## src/rtl/mon_pkg.sv

```systemverilog
// Package: shared types and helpers for the scanning window-alarm monitor.
// Assumes: nothing beyond IEEE 1800-2017.
package mon_pkg;

    // Sequencer state: waiting for the rate timer, or waiting for a result
    typedef enum logic {
        SEQ_WAIT        = 1'b0,
        SEQ_OUTSTANDING = 1'b1
    } seq_state_e;

    // Longest interval the rate timer must be able to count
    function automatic int unsigned rate_max_ticks(int unsigned base, int unsigned code_w);
        return base << ((1 << code_w) - 1);
    endfunction

endpackage

```

## src/rtl/mon_rate_timer.sv

```systemverilog
// Module: mon_rate_timer
// Counts cycles since the last request and flags when the programmed
// interval (BASE_TICKS << code) has elapsed. The count saturates at the
// interval, so a late request is issued as soon as it is allowed.
// Assumes: restart is the request pulse; BASE_TICKS >= 1.
module mon_rate_timer #(
    parameter int BASE_TICKS = 4,
    parameter int CODE_W     = 3
) (
    input  logic              clk,
    input  logic              rst_n,
    input  logic [CODE_W-1:0] cfg_code,
    input  logic              restart,
    output logic              due
);
    localparam int unsigned MAX_TICKS = mon_pkg::rate_max_ticks(BASE_TICKS, CODE_W);
    localparam int          CNT_W     = $clog2(MAX_TICKS + 1);

    logic [31:0]      ival;
    logic [CNT_W-1:0] interval_m1;
    logic [CNT_W-1:0] cnt_q;

    // Interval length for the current code, minus one
    always_comb begin
        ival        = 32'(BASE_TICKS) << cfg_code;
        interval_m1 = CNT_W'(ival - 32'd1);
    end

    // Cycle counter: cleared on request, saturating at the interval
    always_ff @(posedge clk) begin
        if (!rst_n) begin
            cnt_q <= '0;
        end else if (restart) begin
            cnt_q <= '0;
        end else if (cnt_q < interval_m1) begin
            cnt_q <= cnt_q + 1'b1;
        end
    end

    assign due = (cnt_q >= interval_m1);

endmodule

```

## src/rtl/mon_scan_seq.sv

```systemverilog
// Module: mon_scan_seq
// Issues one conversion request at a time, in ascending channel order,
// and tracks the channel whose result is outstanding. In paired mode the
// channel LSB is forced low, so only even channels are visited.
// Assumes: the converter answers each request with exactly one res_valid.
module mon_scan_seq #(
    parameter int CH_W = 2
) (
    input  logic            clk,
    input  logic            rst_n,
    input  logic            due,
    input  logic            cfg_diff,
    input  logic [CH_W-1:0] cfg_last_ch,
    input  logic            res_valid,
    output logic            conv_req,
    output logic [CH_W-1:0] conv_ch,
    output logic            res_take,
    output logic [CH_W-1:0] res_ch
);
    import mon_pkg::*;

    seq_state_e      state_q;
    logic [CH_W-1:0] cur_q;
    logic [CH_W-1:0] pend_q;
    logic [CH_W-1:0] masked_ch;
    logic [CH_W-1:0] issue_ch;
    logic [CH_W:0]   nxt_wide;
    logic [CH_W-1:0] next_ch;

    // Channel to issue now, and the channel after it with wrap
    always_comb begin
        masked_ch = cur_q;
        if (cfg_diff) masked_ch[0] = 1'b0;
        issue_ch = (masked_ch > cfg_last_ch) ? '0 : masked_ch;
        nxt_wide = {1'b0, issue_ch} + (cfg_diff ? (CH_W+1)'(2) : (CH_W+1)'(1));
        next_ch  = (nxt_wide > {1'b0, cfg_last_ch}) ? '0 : nxt_wide[CH_W-1:0];
    end

    assign conv_req = due && (state_q == SEQ_WAIT);
    assign conv_ch  = issue_ch;
    assign res_take = res_valid && (state_q == SEQ_OUTSTANDING);
    assign res_ch   = pend_q;

    // Request/result state and the scan pointer
    always_ff @(posedge clk) begin
        if (!rst_n) begin
            state_q <= SEQ_WAIT;
            cur_q   <= '0;
            pend_q  <= '0;
        end else if (conv_req) begin
            state_q <= SEQ_OUTSTANDING;
            pend_q  <= issue_ch;
            cur_q   <= next_ch;
        end else if (res_take) begin
            state_q <= SEQ_WAIT;
        end
    end

    // a request is one cycle wide and is never repeated back to back
    a_r2_single_pulse: assert property (@(posedge clk) disable iff (!rst_n)
        conv_req |=> !conv_req);

    // no request may appear while a result is still owed
    a_r2_no_req_outstanding: assert property (@(posedge clk) disable iff (!rst_n)
        (conv_req || (state_q == SEQ_OUTSTANDING && !res_valid)) |=> !conv_req);

endmodule

```

## src/rtl/mon_window_bank.sv

```systemverilog
// Module: mon_window_bank
// One signed window compare and one sticky alarm bit per channel. An
// accepted result is checked only against its own channel's limits. A
// violation in the same cycle as a clear keeps the bit set.
// Assumes: res_take is high for one cycle per accepted result.
module mon_window_bank #(
    parameter int NUM_CH = 4,
    parameter int DATA_W = 12,
    parameter int CH_W   = 2
) (
    input  logic                     clk,
    input  logic                     rst_n,
    input  logic                     res_take,
    input  logic [CH_W-1:0]          res_ch,
    input  logic [DATA_W-1:0]        res_data,
    input  logic [NUM_CH*DATA_W-1:0] thr_lo_flat,
    input  logic [NUM_CH*DATA_W-1:0] thr_hi_flat,
    input  logic [NUM_CH-1:0]        alarm_clr,
    output logic [NUM_CH-1:0]        alarm_q
);
    logic [NUM_CH-1:0] viol;

    for (genvar i = 0; i < NUM_CH; i++) begin : g_ch
        logic signed [DATA_W-1:0] lo_s;
        logic signed [DATA_W-1:0] hi_s;
        logic signed [DATA_W-1:0] smp_s;

        // Signed compare of the result against this channel's window
        always_comb begin
            lo_s    = thr_lo_flat[i*DATA_W +: DATA_W];
            hi_s    = thr_hi_flat[i*DATA_W +: DATA_W];
            smp_s   = res_data;
            viol[i] = res_take && (res_ch == CH_W'(i)) && ((smp_s < lo_s) || (smp_s > hi_s));
        end

        // Sticky alarm: cleared on request, set wins over clear
        always_ff @(posedge clk) begin
            if (!rst_n) begin
                alarm_q[i] <= 1'b0;
            end else begin
                alarm_q[i] <= (alarm_q[i] & ~alarm_clr[i]) | viol[i];
            end
        end

        // a set alarm survives any cycle without a clear
        a_r7_alarm_holds: assert property (@(posedge clk) disable iff (!rst_n)
            (alarm_q[i] && !alarm_clr[i]) |=> alarm_q[i]);

        // a clear without a competing violation takes effect
        a_r7_clear_effect: assert property (@(posedge clk) disable iff (!rst_n)
            (alarm_clr[i] && !viol[i]) |=> !alarm_q[i]);

        // the inverted extreme window can never flag a violation
        a_r6_open_window: assert property (@(posedge clk) disable iff (!rst_n)
            (thr_lo_flat[i*DATA_W +: DATA_W] == {1'b1, {(DATA_W-1){1'b0}}} &&
             thr_hi_flat[i*DATA_W +: DATA_W] == {1'b0, {(DATA_W-1){1'b1}}}) |-> !viol[i]);
    end

endmodule

```

## src/rtl/scan_window_monitor.sv

```systemverilog
// Module: scan_window_monitor (top)
// Paces conversion requests with the rate timer, walks the channels with
// the sequencer, and latches window alarms in the compare bank. The
// interrupt drive enable follows the enable and the alarm word.
// Assumes: one conversion in flight; limits are signed two's complement.
module scan_window_monitor #(
    parameter int NUM_CH     = 4,
    parameter int DATA_W     = 12,
    parameter int CODE_W     = 3,
    parameter int BASE_TICKS = 4,
    localparam int CH_W      = (NUM_CH > 1) ? $clog2(NUM_CH) : 1
) (
    input  logic                     clk,
    input  logic                     rst_n,
    input  logic [CODE_W-1:0]        cfg_rate_code,
    input  logic                     cfg_diff,
    input  logic [CH_W-1:0]          cfg_last_ch,
    input  logic                     cfg_irq_en,
    input  logic [NUM_CH*DATA_W-1:0] thr_lo_flat,
    input  logic [NUM_CH*DATA_W-1:0] thr_hi_flat,
    input  logic [NUM_CH-1:0]        alarm_clr,
    output logic                     conv_req,
    output logic [CH_W-1:0]          conv_ch,
    input  logic                     res_valid,
    input  logic [DATA_W-1:0]        res_data,
    output logic [NUM_CH-1:0]        alarm_status,
    output logic                     irq_oe
);
    logic            due;
    logic            res_take;
    logic [CH_W-1:0] res_ch;

    mon_rate_timer #(
        .BASE_TICKS (BASE_TICKS),
        .CODE_W     (CODE_W)
    ) i_timer (
        .clk      (clk),
        .rst_n    (rst_n),
        .cfg_code (cfg_rate_code),
        .restart  (conv_req),
        .due      (due)
    );

    mon_scan_seq #(
        .CH_W (CH_W)
    ) i_seq (
        .clk         (clk),
        .rst_n       (rst_n),
        .due         (due),
        .cfg_diff    (cfg_diff),
        .cfg_last_ch (cfg_last_ch),
        .res_valid   (res_valid),
        .conv_req    (conv_req),
        .conv_ch     (conv_ch),
        .res_take    (res_take),
        .res_ch      (res_ch)
    );

    mon_window_bank #(
        .NUM_CH (NUM_CH),
        .DATA_W (DATA_W),
        .CH_W   (CH_W)
    ) i_bank (
        .clk         (clk),
        .rst_n       (rst_n),
        .res_take    (res_take),
        .res_ch      (res_ch),
        .res_data    (res_data),
        .thr_lo_flat (thr_lo_flat),
        .thr_hi_flat (thr_hi_flat),
        .alarm_clr   (alarm_clr),
        .alarm_q     (alarm_status)
    );

    // Interrupt drive: only when enabled and some alarm is latched
    assign irq_oe = cfg_irq_en & (|alarm_status);

    for (genvar i = 0; i < NUM_CH; i++) begin : g_chk
        // an alarm can only rise on the edge where a result arrived
        a_r5_rise_on_result: assert property (@(posedge clk) disable iff (!rst_n)
            $rose(alarm_status[i]) |-> $past(res_valid));
    end

    // a strobe while nothing is owed leaves the alarm word unchanged
    a_r2_stray_ignored: assert property (@(posedge clk) disable iff (!rst_n)
        (res_valid && !res_take && alarm_clr == '0) |=> $stable(alarm_status));

endmodule

```

## config.mk

```make
export PLATFORM = sky130hd
export DESIGN_NAME = scan_window_monitor
export DESIGN_NICKNAME = d
export VERILOG_FILES = /design/src/rtl/mon_pkg.sv /design/src/rtl/mon_rate_timer.sv /design/src/rtl/mon_scan_seq.sv /design/src/rtl/mon_window_bank.sv /design/src/rtl/scan_window_monitor.sv
export SDC_FILE = /design/constraint.sdc
export NUM_CORES = 1
export LEC_CHECK = 0
export ABC_AREA = 1
export BUFFER_PORTS_ARGS = -buffer_cell sky130_fd_sc_hd__buf_2
export CAP_MARGIN = 20
export CORE_UTILIZATION = 53
export CTS_BUF_LIST = sky130_fd_sc_hd__clkbuf_8 sky130_fd_sc_hd__clkbuf_16
export DETAILED_ROUTE_END_ITERATION = 12
export GPL_TIMING_DRIVEN = 0
export PLACE_DENSITY = 0.9
export RECOVER_POWER = 25
export SLEW_MARGIN = 5
export SYNTH_ARGS = -nofsm -noshare
export SYNTH_HDL_FRONTEND = slang
export SYNTH_HIERARCHICAL = 1
export SYNTH_SLANG_ARGS = --single-unit
```

## constraint.sdc

```tcl
create_clock -name clk -period 2.9 [get_ports clk]
set_input_delay 0.725 -clock clk [delete_from_list [all_inputs] [get_ports clk]]
set_output_delay 0.725 -clock clk [all_outputs]
set_load 0.05 [all_outputs]
```

==> impl_metrics.yaml <==
setup_path:
  path_class: "input pin to primary output"
  critical_path.cell_chain: "buf_2 -> a21oi_1 -> ha_1 -> nand2_1 -> nor2_1 -> nand2_4 -> nand3_4 -> inv_1 -> nor2_4 -> buf_8"
  crit_fanout: 8
  cp_slowest_cell: "ha_1"
  crit_path_end_kind: "primary output"
  cp-start-kind: "input pin"
  cp.arrival_ns: 2.15
  cpPeakStageDelay_ns: 0.28
  cp.required_ns: 2.17
detailed_routing:
  wirelength_um: 10090
  antenna_left: 0
  num_vias: 4371
  via_per_inst: 4.895
  drc: 0
  firstDrtPassIters: 5
  routedWlPerCell_um: 11.29
  drtIter0Drc: 174
synthesis:
  yosysMostFrequentCell: "nand2_1"
  ys_seq_area_frac: 0.09617
  syn_avg_cell_area_sq_um: 6.029
  synth_top_area_cell: "ha_1"
  synth_area_sq_um: 3955
  synth_area_leaders: "ha_1 (34%), nand2_1 (18%), inv_1 (16%)"
  yosys_warnings: 6
  synthCells: 656
  postSynth.asyncResetShare: 0
  synthTopCellsByCount: "nand2_1 (189), inv_1 (172), ha_1 (106), a21oi_1 (51), nor2_1 (40)"
  synth_nets: 885
  synth_top_area_frac: 0.3353
  yosys.cell_types.count: 24
  synth_edf_count: 0
  synth_top_flop_cell: "dfxtp_1"
  synth_seq_cells: 19
place:
  io_buffer_count: 129
  dpl_cell_area_sq_um: 4786
  gp_congestion: 0.8405
  dpl.hpwl_um: 8607
power:
  pwr-share-seq: 0.277
  peakVddDrop_uv: 186.8
  combinationalPowerShare: 0.532
  sw_frac_of_total: 0.3936
  internal-power_mw: 0.5871
  switching_power_mw: 0.3811
  total_power_mw: 0.9682
  leakage_nw: 3.180
  pwr-share-clk: 0.191
  power_density_nw_per_um2: 197.2
sta:
  finClkSkew_ns: 0.002656
  slew_headroom: 0.5980
  setup_viol: 0
  max_freq_mhz: 347.3
  finalMaxSlewViolations: 0
  fin_crit_sh: 0.9930
  layout_min_cycle_time_ns: 2.880
  hold_violations: 0
  fin_hold_ws_ns: 0.4921
  tns_ns: 0
  worst_pin_slew_ns: 0.6055
flow_run:
  drv_cap: 0
layout:
  area_delta_synth_final_pct: 24.11
  antennaDiodeCount: 0
  multi_input_area_sq_um: 2993
  final_net_count: 1024
  fillers: 639
  fin_area_sq_um: 4908
  final_util: 0.6804
  regArea_sq_um: 380.4
  drive_above_1_share: 0.2065
run_status:
  status: "finished, final reports clean"
floorplan:
  pin_count: 130
  dieArea_sq_um: 7812
  rows: 31
  die_h_um: 88.39
  start_util: 0.5482
  coreArea_sq_um: 7214
  die_w_um: 88.39
clocking:
  cts_max_path_buffers: 2
  numCtsBuffers: 3
  clock_sinks: 19
  cts_max_level: 1
  clkTransAtPathRegs_ns: 0.07
  cts_tree: "built"
  cts-root-buf: "clkbuf_8"
  clkLatencyLatePin_ns: 0.26
worst_hold_path:
  hp-class: "register to register"
global_route:
  grt_overflow: 0
  grt_pass1_vias: 4053
  grt_pass1_wl_um: 16340
  antenna_found_initial: 0
  grt_max_degree: 12
  track_usage: 0.2581
[area by class of cell]
cell class	count	area share
multi-input combinational	463	0.6097
clock inverter	1	0.001020
timing repair buffer	134	0.1412
sequential	19	0.07749
clock buffer	3	0.008412
tap	99	0.02524
inverter	174	0.1369
[cell families after synthesis]
family	synth area share
xor gates and xnor gates	0.002215
and+or+nand+nor	0.3043
adders and majority gates	0.3404
DFF	0.09617
AOI/OAI and AO/OA	0.09079
buffers and inverters	0.1651
other	0.0009482
[layout by cell type (no fill, tap or decap), types with 5 or more instances in the layout]
| cell | count |
|---|---|
| ha_1 | 103 |
| buf_2 | 122 |
| a21oi_1 | 50 |
| nand3_1 | 19 |
| nor3_1 | 5 |
| nand4_1 | 16 |
| buf_4 | 6 |
| dfxtp_1 | 19 |
| nor2_1 | 40 |
| nand2_2 | 9 |
| o21ai_0 | 11 |
| nand2_1 | 184 |
| inv_1 | 167 |
[registers in the layout (all words and copies together) (netlist names)]
signal	flops
i_seq/cur_q	2
i_seq/state_q	1
i_timer/cnt_q	10
i_seq/res_ch	2
i_bank/alarm_q	4
[per-layer routing]
layer | global-route usage | wire [um] | vias to the layer above
met1 | 0.3112 | 4587 | 1889
met5 | 0 | 0 | -
li1 | - | - | 2323
met2 | 0.4825 | 4798 | 135
met4 | 0.08504 | 275 | 0
met3 | 0.01772 | 425 | 24
[power groups by stage]
stage / registers, mW / clock network (mW) / logic (mW)
after floorplan: 0.273 / 0 / 0.318
after global routing: 0.269 / 0.195 / 0.598
after global placement: 0.274 / 0 / 0.471
after detailed placement: 0.274 / 0 / 0.507
final: 0.268 / 0.185 / 0.515
after CTS: 0.268 / 0.188 / 0.511
[stage by stage]
step                      cells  setup WS, ns
final                       893       0.02044
after global routing        893      -0.09246
after CTS                   889       0.03111
after detailed placement    884       -0.1997
after global placement      884       -0.1213
after floorplan             656      -0.03139
[critical path: cells and delay by family]
kind	cells	cell delay [ns]
simple gates	5	0.69
buf+inv	3	0.37
fa+ha+maj	1	0.28
compound gates	1	0.09
[worst paths after layout]
kind / start / endpoint / slack, ns / depth (start not counted)
max: cfg_rate_code[1] / conv_req / 0.02 / 10
min: i_bank/alarm_q[1]$_SDFF_PN0_ / i_bank/alarm_q[1]$_SDFF_PN0_ / 0.49 / 2
max reg2reg: i_seq/cur_q[1]$_SDFFE_PN0P_ / i_seq/cur_q[0]$_SDFFE_PN0P_ / 0.41 / 14
min reg2reg: i_bank/alarm_q[1]$_SDFF_PN0_ / i_bank/alarm_q[1]$_SDFF_PN0_ / 0.49 / 2
[what timing repair did]
item	4_1_cts	5_1_grt
pin swaps	1	5
setup buffers	1	4
endpoints found under the hold margin	0	0
setup endpoints to repair	1	2
hold buffers	0	0
gates resized for setup	4	10
Power figures use the tool's default switching activity.
